--- src/rtl/vpw_status_pkg.sv ---
package vpw_status_pkg;

    localparam int NFLAG = 4;

    // flag vector order used for masks: {err, trdy, rdrf, tla}
    localparam int F_ERR  = 3;
    localparam int F_TRDY = 2;
    localparam int F_RDRF = 1;
    localparam int F_TLA  = 0;

    localparam logic [7:0] STATUS_RST = 8'h40;

    typedef struct packed {
        logic trdy;
        logic pend_next;
        logic cancel;
    } tx_state_t;

    typedef struct packed {
        logic err;
        logic rdrf;
        logic tla;
    } rx_state_t;

    typedef struct packed {
        logic [NFLAG-1:0] prev;
        logic             irq;
    } irq_state_t;

endpackage

--- src/rtl/vpw_txrdy_sched.sv ---
module vpw_txrdy_sched
    import vpw_status_pkg::*;
(
    input  logic clk,
    input  logic rst_n,
    input  logic active,
    input  logic opcode_wr,
    input  logic opcode_next,
    input  logic opcode_abort,
    input  logic opcode_take,
    input  logic ev_arb_lost,
    input  logic ev_frame_err,
    input  logic ev_rx_break,
    output logic trdy,
    output logic cancel
);

    tx_state_t st_d, st_q;

    always_comb begin
        st_d        = st_q;
        st_d.cancel = 1'b0;
        if (!active) begin
            st_d.trdy      = 1'b1;
            st_d.pend_next = 1'b0;
        end else if (opcode_wr) begin
            if (opcode_abort) begin
                st_d.trdy      = 1'b1;
                st_d.pend_next = 1'b0;
            end else begin
                st_d.trdy      = 1'b0;
                st_d.pend_next = opcode_next;
            end
        end else if (!st_q.trdy) begin
            if (ev_rx_break) begin
                // a break drops every pending transmit, any frame
                st_d.trdy      = 1'b1;
                st_d.pend_next = 1'b0;
                st_d.cancel    = 1'b1;
            end else if ((ev_frame_err || ev_arb_lost) && !st_q.pend_next) begin
                st_d.trdy   = 1'b1;
                st_d.cancel = 1'b1;
            end else if (opcode_take) begin
                st_d.trdy      = 1'b1;
                st_d.pend_next = 1'b0;
            end
        end
    end

    always_ff @(posedge clk or negedge rst_n) begin
        if (!rst_n) begin
            st_q <= '{trdy: 1'b1, pend_next: 1'b0, cancel: 1'b0};
        end else begin
            st_q <= st_d;
        end
    end

    assign trdy   = st_q.trdy;
    assign cancel = st_q.cancel;

    AST_WR_CLEARS_TRDY: assert property (@(posedge clk) disable iff (!rst_n)
        (active && opcode_wr && !opcode_abort) |=> !trdy);

    AST_ABORT_KEEPS_TRDY: assert property (@(posedge clk) disable iff (!rst_n)
        (active && opcode_wr && opcode_abort) |=> trdy);

    AST_BREAK_RELEASES: assert property (@(posedge clk) disable iff (!rst_n)
        (active && !opcode_wr && ev_rx_break) |=> trdy);

    AST_CANCEL_PULSE: assert property (@(posedge clk) disable iff (!rst_n)
        cancel |-> (trdy && !$past(trdy)));

    AST_CANCEL_SINGLE: assert property (@(posedge clk) disable iff (!rst_n)
        cancel |=> !cancel);

endmodule

--- src/rtl/vpw_rx_flags.sv ---
module vpw_rx_flags
    import vpw_status_pkg::*;
#(
    parameter int ERR_W = 8
) (
    input  logic             clk,
    input  logic             rst_n,
    input  logic             active,
    input  logic [ERR_W-1:0] err_bits,
    input  logic             ev_byte_rx,
    input  logic             rxdata_rd,
    input  logic             ev_arb_lost,
    input  logic             stat_wr,
    input  logic             stat_wr_tla,
    output logic             err,
    output logic             rdrf,
    output logic             tla
);

    rx_state_t st_d, st_q;
    logic      tla_clr;

    assign tla_clr = stat_wr && !stat_wr_tla;

    always_comb begin
        st_d = st_q;
        if (!active) begin
            st_d = '0;
        end else begin
            st_d.err = |err_bits;
            if (ev_byte_rx) begin
                st_d.rdrf = 1'b1;
            end else if (rxdata_rd) begin
                st_d.rdrf = 1'b0;
            end
            if (ev_arb_lost) begin
                st_d.tla = 1'b1;
            end else if (tla_clr) begin
                st_d.tla = 1'b0;
            end
        end
    end

    always_ff @(posedge clk or negedge rst_n) begin
        if (!rst_n) begin
            st_q <= '0;
        end else begin
            st_q <= st_d;
        end
    end

    assign err  = st_q.err;
    assign rdrf = st_q.rdrf;
    assign tla  = st_q.tla;

    AST_ERR_TRACKS: assert property (@(posedge clk) disable iff (!rst_n)
        (active && (|err_bits)) |=> err);

    AST_RDRF_SETS: assert property (@(posedge clk) disable iff (!rst_n)
        (active && ev_byte_rx) |=> rdrf);

    AST_TLA_STICKY: assert property (@(posedge clk) disable iff (!rst_n)
        (active && tla && !tla_clr) |=> tla);

endmodule

--- src/rtl/vpw_irq_gen.sv ---
module vpw_irq_gen
    import vpw_status_pkg::*;
(
    input  logic             clk,
    input  logic             rst_n,
    input  logic             active,
    input  logic [NFLAG-1:0] flags,
    input  logic [NFLAG-1:0] mask,
    output logic             irq
);

    irq_state_t       st_d, st_q;
    logic [NFLAG-1:0] rise_m;
    logic [NFLAG-1:0] held_m;

    for (genvar i = 0; i < NFLAG; i++) begin : g_flag
        assign rise_m[i] = flags[i] && !st_q.prev[i] && mask[i];
        assign held_m[i] = flags[i] && mask[i];
    end

    always_comb begin
        st_d.prev = flags;
        st_d.irq  = active && ((|rise_m) || (st_q.irq && (|held_m)));
    end

    always_ff @(posedge clk or negedge rst_n) begin
        if (!rst_n) begin
            st_q <= '{prev: (NFLAG'(1) << F_TRDY), irq: 1'b0};
        end else begin
            st_q <= st_d;
        end
    end

    assign irq = st_q.irq;

    AST_IRQ_HAS_SOURCE: assert property (@(posedge clk) disable iff (!rst_n)
        irq |-> $past(|flags));

endmodule

--- src/rtl/vpw_status_ctrl.sv ---
module vpw_status_ctrl
    import vpw_status_pkg::*;
#(
    parameter int ERR_W = 8
) (
    input  logic             clk,
    input  logic             rst_n,
    input  logic             ctl_enable,
    input  logic             ctl_disable,
    input  logic [3:0]       irq_mask,
    input  logic [ERR_W-1:0] err_bits,
    input  logic             opcode_wr,
    input  logic             opcode_next,
    input  logic             opcode_abort,
    input  logic             opcode_take,
    input  logic             ev_arb_lost,
    input  logic             ev_frame_err,
    input  logic             ev_rx_break,
    input  logic             ev_byte_rx,
    input  logic             rxdata_rd,
    input  logic             stat_wr,
    input  logic             stat_wr_tla,
    output logic [7:0]       status_byte,
    output logic             cancel,
    output logic             irq
);

    logic             active;
    logic             f_err, f_trdy, f_rdrf, f_tla;
    logic [NFLAG-1:0] flags;

    assign active = ctl_enable && !ctl_disable;

    vpw_txrdy_sched u_tx (
        .clk          (clk),
        .rst_n        (rst_n),
        .active       (active),
        .opcode_wr    (opcode_wr),
        .opcode_next  (opcode_next),
        .opcode_abort (opcode_abort),
        .opcode_take  (opcode_take),
        .ev_arb_lost  (ev_arb_lost),
        .ev_frame_err (ev_frame_err),
        .ev_rx_break  (ev_rx_break),
        .trdy         (f_trdy),
        .cancel       (cancel)
    );

    vpw_rx_flags #(.ERR_W(ERR_W)) u_rx (
        .clk         (clk),
        .rst_n       (rst_n),
        .active      (active),
        .err_bits    (err_bits),
        .ev_byte_rx  (ev_byte_rx),
        .rxdata_rd   (rxdata_rd),
        .ev_arb_lost (ev_arb_lost),
        .stat_wr     (stat_wr),
        .stat_wr_tla (stat_wr_tla),
        .err         (f_err),
        .rdrf        (f_rdrf),
        .tla         (f_tla)
    );

    always_comb begin
        flags         = '0;
        flags[F_ERR]  = f_err;
        flags[F_TRDY] = f_trdy;
        flags[F_RDRF] = f_rdrf;
        flags[F_TLA]  = f_tla;
    end

    vpw_irq_gen u_irq (
        .clk    (clk),
        .rst_n  (rst_n),
        .active (active),
        .flags  (flags),
        .mask   (irq_mask),
        .irq    (irq)
    );

    assign status_byte = {f_err, f_trdy, f_rdrf, f_tla, 4'b0000};

    AST_INACTIVE_RESETS: assert property (@(posedge clk) disable iff (!rst_n)
        !active |=> (status_byte == STATUS_RST));

    AST_LOW_NIBBLE_ZERO: assert property (@(posedge clk) disable iff (!rst_n)
        status_byte[3:0] == 4'b0000);

endmodule

--- config.mk ---
export PLATFORM = sky130hd
export DESIGN_NAME = vpw_status_ctrl
export DESIGN_NICKNAME = d
export VERILOG_FILES = /design/src/rtl/vpw_status_pkg.sv /design/src/rtl/vpw_txrdy_sched.sv /design/src/rtl/vpw_rx_flags.sv /design/src/rtl/vpw_irq_gen.sv /design/src/rtl/vpw_status_ctrl.sv
export SDC_FILE = /design/constraint.sdc
export NUM_CORES = 1
export LEC_CHECK = 0
export BUFFER_PORTS_ARGS = -buffer_cell sky130_fd_sc_hd__clkbuf_2
export CORE_MARGIN = 2
export CORE_UTILIZATION = 35
export DETAILED_ROUTE_END_ITERATION = 16
export GPL_TIMING_DRIVEN = 0
export PLACE_DENSITY = 0.68
export SYNTH_ARGS = -nofsm -noshare
export SYNTH_HDL_FRONTEND = slang
export SYNTH_HIERARCHICAL = 1
export SYNTH_SLANG_ARGS = --single-unit
--- constraint.sdc ---
create_clock -name clk -period 1.1 [get_ports clk]
set_clock_uncertainty 0.1 [all_clocks]
set_input_delay 0.055 -clock clk [delete_from_list [all_inputs] [get_ports clk]]
set_output_delay 0.055 -clock clk [all_outputs]
set_load 0.1 [all_outputs]
# Word-level counts from Yosys, hierarchy flattened
# Index checks and enable logic that the tools add are counted.
# totals
inputBits,27
regBits,11
wordCells,59
# op_classes
reduce_logical,30
mux,16
n_eq_ne,5
# ops
operator,n
1-bit logical AND,17
1-bit two-way mux,9
3-bit two-way mux,3
3-bit inequality test (second input constant),3
2-bit two-way mux,4
4-bit inequality test (second input constant),2
4-bit OR reduction,2
8-bit OR reduction,1
1-bit logical NOT,7
3-bit AND reduction,1
1-bit logical OR,2

# Longest topological paths before layout
# depth
word_depth,7
ltp_mapped,3
mapped_depth_nobuf,3

# Hierarchy
# Netlist, hierarchy kept.
# by_module_without_submodules
module,cells_per_inst,instances,seq_area_each_um2,area_each_um2
vpw_irq_gen,14,1,126.4,185.2
vpw_txrdy_sched,14,1,76.3,145.1
vpw_rx_flags,11,1,75.1,126.4
vpw_status_ctrl,10,1,0.0,77.6

# Worst setup path before layout
# OpenSTA, ideal clock, no wires.
# synth_path
path_type,register to register
start,reg u_irq.st_q (netlist bit u_irq/irq)
end,reg u_irq.st_q (netlist bit u_irq/irq)
t_arrival_ns,1.377
stages_incl_launch_ff,4
slack_ns,-0.443
path_cell_list,dfrtp_1 > clkinv_1 > a41oi_1 > o31a_1
# synth_rtl
element,line_no,source
"start, declared",vpw_irq_gen.sv:12,"irq_state_t st_d, st_q;"
"start signal, assigned",vpw_irq_gen.sv:28,"st_q <= '{prev: (NFLAG'(1) << F_TRDY), irq: 1'b0};"
"start signal, assigned",vpw_irq_gen.sv:30,st_q <= st_d;

# Worst setup path in the final report
# layout_path
start,reg u_tx.st_q (netlist bit u_tx/trdy)
end,out status_byte[6]
# layout_rtl
element,line_no,source
"start, declared",vpw_txrdy_sched.sv:18,"tx_state_t st_d, st_q;"
"start signal, assigned",vpw_txrdy_sched.sv:52,"st_q <= '{trdy: 1'b1, pend_next: 1'b0, cancel: 1'b0};"
"start signal, assigned",vpw_txrdy_sched.sv:54,st_q <= st_d;
"end, declared",vpw_status_ctrl.sv:23,"output logic [7:0] status_byte,"
# No word-level cell between the ends.

==> results.txt <==
- Proportion of power drawn by the clock network: between 20% and 30%
- Buffer depth of the longest clock path: 2
* Fmax: 0.777 GHz
* GRT overflow: 0
* Area added between synthesis and finish: 111%
- In this run, synthesis produced a sequential element count of 11.
- Hold slack: -0.00413 ns
- Synth area leaders: dfrtp_1 42%, buf_4 11%, dfstp_2 9.8%
- TritonCTS buffer count: 3
- Net switching share of the total power: between 30% and 40%
- dfrtp_1 is the most common cell in the netlist.
- Worst supply voltage drop on vdd: ~0.54 mV
* Number of antenna violations at the first check in global routing: 0
* Count of yosys warnings during synthesis: 6
* 1st-pass router iterations: 4
- Max-cap violations in this run came to 0.
* Clock tree from TritonCTS: done
- Combinational fraction of design power: about a third
- Ranked by instance count, the synthesized netlist is headed by 9 x dfrtp_1, 8 x buf_4, 4 x nand2_2, 3 x o22ai_1.
- Detailed-route wire length per cell: 13.0 µm
* Number of instances in the synthesized netlist: between 40 and 50
- Dividing the detail-routed via count by the number of cells gives ~4.8.
- H-tree depth: 1
- The number of global-route vias before repair is 618.
- Count of endpoints failing setup in the final report: 7
- The worst setup path is of the flop to primary output kind.
- Entering global routing, the biggest net connects 12 pins.
* Number of sinks handled by clock tree synthesis: 11
- The routed layout has 604 vias.
- In the final layout, flip-flops and latches occupy 282 µm².
- Initial standard-cell utilization of the core: between 30% and 40%
- The share of the Yosys chip area taken by registers is 52.0%.
- The die covers ~0.0019 mm².
- In the final layout, the share of cells above drive strength 1 is just under 60%.
- Dominant cell type by area after synthesis: dfrtp_1
* Final hold violation count: 1
- In the routed design, unresolved DRC markers number 0.
* Floorplan core area: around 0.0015 mm²
- In this run, synthesis inferred 0 flip-flops with an integrated enable.
* Worst setup path start: u_tx/trdy$_DFF_PN1_
- Overall power after layout: roughly 1.1 mW
* Synth top area share: 42.2%
- Global-route wire length before repair: roughly 2600 µm
- Violated checks: hold timing, setup timing
* Cell at the root of the clock tree: clkbuf_4
* Primary flip-flop cell chosen by synthesis mapping: dfrtp_1
- Register clock-pin slew on the reported worst setup and hold paths: roughly 0.07 ns
- The die is ~43 µm wide.
- Total GRT Usage: a little under 20%
* Number of max-slew violations in the final report: 0
* Status: finished, violations left
* Data required time of the critical path: ~0.94 ns
- After the first detailed-routing iteration, the DRC count stood at 11.
- Final period util: 117%
- In the post-route analysis, the smallest setup slack over all paths is -0.186 ns.
* Share of async-settable or async-resettable flops after synthesis: between 90% and 100%
* Crit end category: primary output
* HP Start: ev_rx_break
- Summed over all layers, the routed wires come to roughly 1600 µm.
- Routability cong.: between 0.7 and 0.8
* Number of filler cells placed in the layout: 110
- In this run the remaining antenna-violating nets after routing total 0.
- Measured along the y axis, the die boundary spans between 40 and 50 µm.
* Critical path startpoint category: flop
* Area of the multi-input gates: roughly 240 µm²
- Number of antenna diodes: 0
* Unrepaired setup endpoints after global routing: yes
* Leakage Power: between 0.5 and 0.6 nW
- Summed over all nets, the switching power comes to roughly 0.33 mW.
- Clock latency on the worst-skew pair, taken at its later pin, is ~0.26 ns.
- Time the worst path needs with I/O delays and setup: between 1 and 1.5 ns
- Per-instance average area after synthesis: ~11 µm²
* Synthesized area: between 500 and 600 µm²
- Worst min path class: primary input to flop
- Critical-path maximum fanout: 4
* Post-layout net count: between 100 and 150
- Power density over the cells: ~940 mW/mm²
- The internal portion of the total power is roughly 0.72 mW.
* Count of distinct cell types in the synthesized netlist: 24
* Setup Total Neg Slack: -0.461 ns
- Port buffering added 32 buffers.
- After floorplanning, the core was divided into 14 placement rows.
- Worst Path Arrival: between 1 and 1.5 ns
* Ports placed on the boundary: 37
* Sequential power share: between 40% and 50%
- The startpoint identified for the worst register-to-register timing path is u_tx/trdy$_DFF_PN1_.
-- metrics by stage --
| stage | utilization (%) | hold slack (ns) | setup slack [ns] | cell area (µm²) | cells |
|---|---|---|---|---|---|
| after floorplan | - | -0.341 | -0.0632 | 551 | 52 |
| after global placement | 49.7 | -0.161 | -0.183 | 731 | 100 |
| after detailed placement | 49.7 | -0.159 | -0.180 | 731 | 100 |
| after CTS | 73.2 | 0.00489 | -0.184 | 1080 | 124 |
| after global routing | 76.4 | 0.0172 | -0.207 | 1120 | 127 |
| final | 76.4 | -0.00413 | -0.186 | 1120 | 127 |
-- power by group through the flow --
stage / Combinational, mW / Sequential [mW] / Clock, mW
floorplan: 0.159 / 0.449 / 0
global placement: 0.238 / 0.439 / 0
detailed placement: 0.241 / 0.440 / 0
CTS: 0.331 / 0.432 / 0.279
global route: 0.369 / 0.435 / 0.295
finish: 0.351 / 0.433 / 0.270
-- final timing paths --
| check | slack [ns] | depth (start not counted) | to |
|---|---|---|---|
| min reg2reg | 0.37 | 0 | u_irq/st_q[4]$_DFF_PN0_ |
| max | -0.19 | 2 | status_byte[6] |
| max in group asynchronous | 0.54 | 2 | u_irq/st_q[3]$_DFF_PN1_ |
| min in group asynchronous | 0.09 | 2 | u_irq/irq$_DFF_PN0_ |
| min | -0.004 | 3 | u_tx/cancel$_DFF_PN0_ |
| max reg2reg | -0.10 | 4 | u_irq/irq$_DFF_PN0_ |
-- critical path, cell delays in order, from the launching register on --
cell	delay, ns
dfstp_2	0.58
buf_6	0.11
clkbuf_16	0.18
-- sequential cells by signal, indices dropped and copies added (netlist names) --
name         count
u_irq/st_q       4
u_irq/irq        1
u_rx/err         1
u_rx/rdrf        1
u_rx/tla         1
u_tx/cancel      1
u_tx/st_q        1
u_tx/trdy        1
-- layer usage --
metal,track usage (%),routed length (µm),part of all wire (%),up-vias
met5,0,0,0,-
met4,11.5,35,2.1,0
met3,2.13,85,5.2,4
met2,37.0,969,59,35
met1,20.3,558,34,279
li1,-,-,-,286
-- cell families (layout without fill, tap and decap cells) --
family	count (synthesis)	after routing	synth area share (%)
flops	11	11	52.0
simple gates	17	17	20.6
other cells	1	4	0.702
buf+inv	10	69	12.6
compound gates	10	10	14.1
-- layout make-up --
cell class,count,area share [%]
buffer,7,5.67
clock buffer,4,2.34
inverter,2,0.779
multi-input combinational,31,20.9
sequential,11,25.0
tap,16,1.78
timing repair buffer,56,43.5
-- placed cells by master (no fill, tap or decap) --
cell           instances
nand2_1                2
clkinv_2               1
a21boi_1               1
nor4_2                 1
clkbuf_16              5
o2111ai_1              1
nand2_2                4
o22ai_1                2
dfstp_2                2
nor2b_4                1
dlygate4sd3_1         17
dfrtp_4                1
a41oi_2                1
dfrtp_1                8
buf_6                  4
o31a_1                 1
nor4_1                 1
inv_1                  1
or4_1                  1
nor2b_1                2
clkbuf_4               3
nand4b_1               1
clkbuf_1               1
o21a_1                 1
nor2_2                 1
o21ba_4                1
nor4b_2                1
nand2b_1               1
buf_4                 11
o22ai_2                1
a21oi_1                1
clkbuf_2              26
nor2_1                 1
conb_1                 4
-- repair_timing --
item / CTS / global route
hold endpoints to repair: 18 / 0
resized for setup: 21 / 6
setup endpoints to repair: 9 / 11
pin swaps: 2 / 3
setup buffers: 4 / 3
hold buffers: 17 / 0
No activity file was read; power rests on OpenSTA's default activity.
